--- config.mk ---
export PLATFORM = sky130hd
export DESIGN_NAME = tx_prenc_fill
export DESIGN_NICKNAME = d
export VERILOG_FILES = /design/src/rtl/tx_prenc_fill.sv
export SDC_FILE = /design/constraint.sdc
export NUM_CORES = 1
export LEC_CHECK = 0
export BUFFER_PORTS_ARGS = -buffer_cell sky130_fd_sc_hd__buf_2
export CORE_MARGIN = 3
export CORE_UTILIZATION = 55
export DETAILED_ROUTE_END_ITERATION = 6
export GPL_TIMING_DRIVEN = 0
export PLACE_DENSITY_LB_ADDON = 0.05
export SYNTH_ARGS = -nofsm -noshare
export SYNTH_HDL_FRONTEND = slang
export SYNTH_SLANG_ARGS = --single-unit
--- constraint.sdc ---
create_clock -name clk -period 3.4 [get_ports clk]
set_input_delay 0.34 -clock clk [delete_from_list [all_inputs] [get_ports clk]]
set_output_delay 0.34 -clock clk [all_outputs]
set_load 0.1 [all_outputs]
--- src/rtl/tx_prenc_fill.sv ---
module tx_prenc_fill #(
  parameter int DEPTH = 16,
  parameter logic [11:0] SYNC_WIDE = 12'h611
) (
  input  logic        clk,
  input  logic        rst,
  input  logic        wide_mode,
  input  logic        wr_n,
  input  logic [11:0] wr_data,
  input  logic        rd_slot,
  output logic [11:0] out_char,
  output logic        out_valid,
  output logic        overflow
);
  localparam int AW = (DEPTH > 1) ? $clog2(DEPTH) : 1;
  localparam int CW = $clog2(DEPTH + 1);
  localparam logic [9:0] K_NEG = 10'b0011111010;
  localparam logic [9:0] K_POS = 10'b1100000101;

  logic [11:0]   mem [DEPTH];
  logic [AW-1:0] wp, rp;
  logic [CW-1:0] count;
  logic          disp_pos;

  wire full   = (count == CW'(DEPTH));
  wire empty  = (count == '0);
  wire do_wr  = !wr_n && !full;
  wire do_rd  = rd_slot && !empty;
  wire [11:0] wr_char = wide_mode ? wr_data : {2'b00, wr_data[9:0]};
  wire [11:0] fill    = wide_mode ? SYNC_WIDE : {2'b00, disp_pos ? K_POS : K_NEG};

  function automatic logic [AW-1:0] bump(input logic [AW-1:0] p);
    return (p == AW'(DEPTH - 1)) ? '0 : p + 1'b1;
  endfunction

  always_ff @(posedge clk)
    if (do_wr) mem[wp] <= wr_char;

  always_ff @(posedge clk) begin
    if (rst) begin
      wp <= '0;
      rp <= '0;
      count <= '0;
      disp_pos <= 1'b0;
      out_char <= '0;
      out_valid <= 1'b0;
      overflow <= 1'b0;
    end else begin
      if (do_wr) wp <= bump(wp);
      if (do_rd) rp <= bump(rp);
      if (do_wr && !do_rd) count <= count + 1'b1;
      else if (!do_wr && do_rd) count <= count - 1'b1;
      if (!wr_n && full) overflow <= 1'b1;
      if (rd_slot) begin
        out_valid <= !empty;
        out_char  <= empty ? fill : mem[rp];
        if (empty && !wide_mode) disp_pos <= !disp_pos;
      end
    end
  end
endmodule


==> impl_results.html <==
<table>
<tr><th>Metric</th><th>Value</th></tr>
<tr><th colspan="2">Die</th></tr>
<tr><td>Top-level port count</td><td>31</td></tr>
<tr><td>Core box area</td><td>~15000 sq um</td></tr>
<tr><td>Chip Width</td><td>133.0 microns</td></tr>
<tr><td>Die Footprint</td><td>approximately 18000 sq um</td></tr>
<tr><td>Initial core utilization</td><td>0.5728</td></tr>
<tr><td>Number of standard-cell rows in the floorplan</td><td>45</td></tr>
<tr><td>Die Ht</td><td>133.0 microns</td></tr>
<tr><th colspan="2">Worst setup path</th></tr>
<tr><td>Cell mode on critical path</td><td>ha_1</td></tr>
<tr><td>Startpoint-to-endpoint class of the critical path</td><td>flop to flop</td></tr>
<tr><td>Worst path required time</td><td>around 3.8 ns</td></tr>
<tr><td>Worst Path Arrival</td><td>about 3.6 ns</td></tr>
<tr><td>Worst reg2reg startpoint</td><td>count[2]</td></tr>
<tr><td>Category of the worst setup path launch point</td><td>flop</td></tr>
<tr><td>Endpoint kind of the worst setup timing path</td><td>flop</td></tr>
<tr><td>Delay contributed by the slowest stage of the critical path</td><td>between 0.4 and 0.5 ns</td></tr>
<tr><td>Number of cells on the worst reg-to-reg path</td><td>12</td></tr>
<tr><td>Endpoint of the most critical register-to-register path</td><td>count[4]</td></tr>
<tr><td>Worst setup slack for register-to-register paths</td><td>roughly 0.17 ns</td></tr>
<tr><td>Critical Path, Cell by Cell</td><td>nor4_4 &gt; buf_4 &gt; a21boi_2 &gt; inv_2 &gt; ha_1 &gt; inv_1 &gt; ha_1 &gt; nor2b_1 &gt; o21a_1 &gt; or3_1 &gt; a21oi_1 &gt; mux2_1</td></tr>
<tr><td>Crit path max-delay cell type</td><td>dfxtp_1</td></tr>
<tr><td>Family with the most delay on the worst path</td><td>compound AO/OA/AOI/OAI gates</td></tr>
<tr><td>Bufs and invs on worst path</td><td>3</td></tr>
<tr><td>Largest driver fanout on the critical path</td><td>10</td></tr>
<tr><th colspan="2">STA</th></tr>
<tr><td>Worst setup margin</td><td>between 0.15 and 0.2 ns</td></tr>
<tr><td>Skew final</td><td>around 0.012 ns</td></tr>
<tr><td>Achievable clock frequency</td><td>between 300 and 400 MHz</td></tr>
<tr><td>Tightest slew margin relative to the limit</td><td>0.3390</td></tr>
<tr><td>Transition time at the pin with the least slew margin</td><td>0.9904 ns</td></tr>
<tr><td>Shortest period the worst path allows</td><td>roughly 3.2 ns</td></tr>
<tr><td>Final Hold Violating Endpoints</td><td>0</td></tr>
<tr><td>Max-slew violation count</td><td>0</td></tr>
<tr><td>Fin crit share</td><td>0.9497</td></tr>
<tr><td>Worst hold slack</td><td>around 0.15 ns</td></tr>
<tr><td>Number of endpoints failing setup at the final stage</td><td>0</td></tr>
<tr><td>Setup repair after global routing missed its margin</td><td>false</td></tr>
<tr><th colspan="2">Clock network</th></tr>
<tr><td>Max Buffers Root-to-Sink</td><td>3</td></tr>
<tr><td>Number of buffers added by the clock tree synthesis step</td><td>24</td></tr>
<tr><td>TritonCTS clock tree</td><td>yes</td></tr>
<tr><td>Postcts setup bufs</td><td>0</td></tr>
<tr><td>Count of instances resized after the clock tree is built</td><td>0</td></tr>
<tr><td>Count of clock tree sinks</td><td>224</td></tr>
<tr><td>Clock root buffer</td><td>clkbuf_16</td></tr>
<tr><td>Worst-Skew Late Latency</td><td>around 0.52 ns</td></tr>
<tr><td>Clk slew on worst S/H paths</td><td>0.06 ns</td></tr>
<tr><td>Hold buffer count at CTS</td><td>0</td></tr>
<tr><td>Number of levels the H-tree was split into</td><td>1</td></tr>
<tr><th colspan="2">Power and ir drop</th></tr>
<tr><td>Pwr Density</td><td>725.0 nW/um^2</td></tr>
<tr><td>Peak supply drop</td><td>between 0.0004 and 0.0005 V</td></tr>
<tr><td>Leakage power total</td><td>0.003403 uW</td></tr>
<tr><th colspan="2">Synth</th></tr>
<tr><td>Post-Syn Instances</td><td>between 500 and 600</td></tr>
<tr><td>Number of enable flip-flop cells after synthesis</td><td>192</td></tr>
<tr><td>Count of warnings emitted by yosys</td><td>0</td></tr>
<tr><td>Commonest register cell after synthesis</td><td>edfxtp_1</td></tr>
<tr><td>Post-synth design cell area</td><td>between 8000 and 9000 sq um</td></tr>
<tr><td>Share of synthesized area occupied by flip-flops and latches</td><td>0.7223</td></tr>
<tr><td>Total nets after synthesis</td><td>roughly 530</td></tr>
<tr><td>Count of unique library cells instantiated by Yosys</td><td>48</td></tr>
<tr><td>Post-Syn Area per Cell</td><td>about 18 sq um</td></tr>
<tr><td>Share of flip-flops with an asynchronous set or reset after synthesis</td><td>0</td></tr>
<tr><td>Number of flip-flops and latches in the synthesized netlist</td><td>between 200 and 250</td></tr>
<tr><th colspan="2">Routing</th></tr>
<tr><td>Number of nets with antenna violations after routing</td><td>0</td></tr>
<tr><td>WL final</td><td>19.61 mm</td></tr>
<tr><td>Number of design rule violations left after detail routing</td><td>0</td></tr>
<tr><td>Pre-Repair DR Iteration Count</td><td>5</td></tr>
<tr><td>Number of design-rule violations left by the first detailed-router iteration</td><td>433</td></tr>
<tr><td>Vias after detailed routing</td><td>around 4700</td></tr>
<tr><td>Via-per-instance ratio</td><td>roughly 5.9</td></tr>
<tr><td>Average wire per standard cell</td><td>~24 microns</td></tr>
<tr><th colspan="2">Min path</th></tr>
<tr><td>Hold Path Depth</td><td>4</td></tr>
<tr><td>Min-Delay Endpoint</td><td>overflow</td></tr>
<tr><td>Hold Path Origin</td><td>wr_n</td></tr>
<tr><td>Path type of the worst min-delay path</td><td>primary input to flop</td></tr>
<tr><th colspan="2">Placed design</th></tr>
<tr><td>Worst slack after detailed placement</td><td>0.03770 ns</td></tr>
<tr><td>Half-perimeter wire length after placement</td><td>between 10 and 15 mm</td></tr>
<tr><td>Routability cong.</td><td>approximately 0.8</td></tr>
<tr><td>Cell area reported after detailed placement</td><td>roughly 9500 sq um</td></tr>
<tr><td>Port-buffer cells</td><td>29</td></tr>
<tr><td>Dpl cells</td><td>between 700 and 800</td></tr>
<tr><th colspan="2">Cells and area</th></tr>
<tr><td>Area Growth Syn to Fin</td><td>15.08%</td></tr>
<tr><td>NumNets Final</td><td>between 600 and 700</td></tr>
<tr><td>Final Instance Count excl. Fillers</td><td>803</td></tr>
<tr><td>Utilization after layout</td><td>0.6592</td></tr>
<tr><td>Fraction of layout instances using a drive strength above 1</td><td>0.2635</td></tr>
<tr><td>Antenna diode count</td><td>0</td></tr>
<tr><td>Final instance area</td><td>between 10000 and 15000 sq um</td></tr>
<tr><th colspan="2">Job</th></tr>
<tr><td>Total of max-cap violations</td><td>0</td></tr>
<tr><th colspan="2">Run status</th></tr>
<tr><td>Status</td><td>completed</td></tr>
<tr><th colspan="2">Global route</th></tr>
<tr><td>Total global-route track usage</td><td>0.2248</td></tr>
<tr><td>Largest net degree at the start of global routing</td><td>17</td></tr>
<tr><td>Number of antenna violations at the first check in global routing</td><td>1</td></tr>
<tr><td>Overall overflow remaining after global route</td><td>0</td></tr>
<tr><td>Vias in the first global route</td><td>around 4800</td></tr>
<tr><td>First-pass GRT wire length</td><td>slightly below 30 mm</td></tr>
</table>
==> synthesized netlist by cell type, types with 2 or more instances <==
cell | n | area share
a21oi_1 | 15 | 0.0085
a221o_1 | 5 | 0.0056
a22o_1 | 3 | 0.0030
a22oi_1 | 10 | 0.0085
a31oi_1 | 6 | 0.0042
and2_1 | 2 | 0.0014
and3_1 | 2 | 0.0014
buf_2 | 8 | 0.0045
buf_4 | 2 | 0.0017
buf_6 | 2 | 0.0025
clkbuf_1 | 10 | 0.0042
dfxtp_1 | 32 | 0.072
edfxtp_1 | 192 | 0.65
ha_1 | 10 | 0.014
inv_1 | 7 | 0.0030
mux2_1 | 2 | 0.0025
mux2_2 | 15 | 0.019
mux2i_1 | 21 | 0.024
mux4_1 | 3 | 0.0089
mux4_2 | 34 | 0.086
nand2_1 | 23 | 0.0097
nand2b_1 | 5 | 0.0035
nand3_1 | 11 | 0.0062
nand3b_1 | 2 | 0.0017
nand4_1 | 3 | 0.0021
nor2_1 | 42 | 0.018
nor2b_1 | 8 | 0.0056
nor3_1 | 5 | 0.0028
nor4_1 | 2 | 0.0014
o21ai_0 | 2 | 0.0011
xor2_1 | 5 | 0.0049
==> state kept, by name (all words and copies together), names as in the netlist, named ones only <==
signal,flops
disp_pos,1
out_valid,1
wp,4
count,5
overflow,1
mem,192
rp,4
out_char,12
==> worst reg2reg max path: cells and delay by family, from the launching register on <==
family          cells  cell delay, ns
compound gates      3            0.79
fa+ha+maj           2            0.55
simple gates        3            0.51
buf+inv             3            0.49
flops               1            0.44
mux                 1            0.33
==> cell usage in the layout (no fill, tap or decap), types with 6 or more instances in the layout <==
| master | n |
|---|---|
| edfxtp_1 | 192 |
| buf_2 | 37 |
| mux4_2 | 34 |
| nor2_1 | 33 |
| dfxtp_1 | 32 |
| clkbuf_16 | 24 |
| nand2_1 | 23 |
| mux2i_1 | 21 |
| clkbuf_1 | 16 |
| a21oi_1 | 15 |
| mux2_2 | 15 |
| nand3_1 | 11 |
| a22oi_1 | 10 |
| ha_1 | 10 |
| nor2_2 | 9 |
| nor2b_1 | 8 |
| inv_1 | 7 |
| buf_6 | 6 |
| a31oi_1 | 6 |
| buf_8 | 6 |
==> how the worst max path moves through the flow <==
stage | from | cells past startpoint | slack, ns | to
6_report | count[2] | 12 | 0.17 | count[4]
5_1_grt | count[1] | 12 | 0.009 | count[4]
4_1_cts | count[0] | 11 | 0.12 | count[4]
3_5_place_dp | rd_slot | 11 | 0.04 | count[4]
3_3_place_gp | count[0] | 5 | -0.28 | mem[2][7]
2_1_floorplan | count[0] | 11 | 0.55 | count[4]
==> report_power, final <==
| group | leakage (uW) | internal [uW] | switching [uW] | total [uW] |
|---|---|---|---|---|
| Combinational | 0.00104 | 654 | 1110 | 1760 |
| Sequential | 0.00200 | 3130 | 107 | 3240 |
| Clock | 0.000357 | 1370 | 1030 | 2400 |
| Total | 0.00340 | 5150 | 2250 | 7400 |
==> kinds of logic (layout without fill, tap and decap cells) <==
logic type | after synthesis | in the layout | share of synthesized area
flops | 224 | 224 | 0.7223
xor+xnor | 6 | 6 | 0.005925
simple gates | 111 | 111 | 0.06081
compound gates | 47 | 47 | 0.03640
mux | 75 | 75 | 0.1405
buf+inv | 32 | 118 | 0.01764
fa+ha+maj | 11 | 11 | 0.01637
==> stage by stage <==
step                setup TNS, ns  total power, uW
detailed placement              0             5022
global placement           -7.179             4969
global route                    0             7675
finish                          0             7400
floorplan                       0             4586
CTS                             0             7393
==> metal layers <==
layer  global-route usage  up-vias  part of all wire
li1                     -     2126                 -
met1               0.3107     2417              0.43
met2               0.3710      152              0.49
met3              0.03612       40             0.055
met4              0.07275        2             0.033
met5                    0        -           0.00041
==> area by class of cell <==
class / count / area, sq um
clock inverter: 11 / 63.81
buffer: 24 / 126.4
tap: 211 / 264.0
multi-input combinational: 250 / 2349
fill: 1083 / 5278
sequential: 224 / 6406
timing repair buffer: 42 / 302.8
inverter: 8 / 30.03
clock buffer: 33 / 664.4
Power figures use the tool's default switching activity.
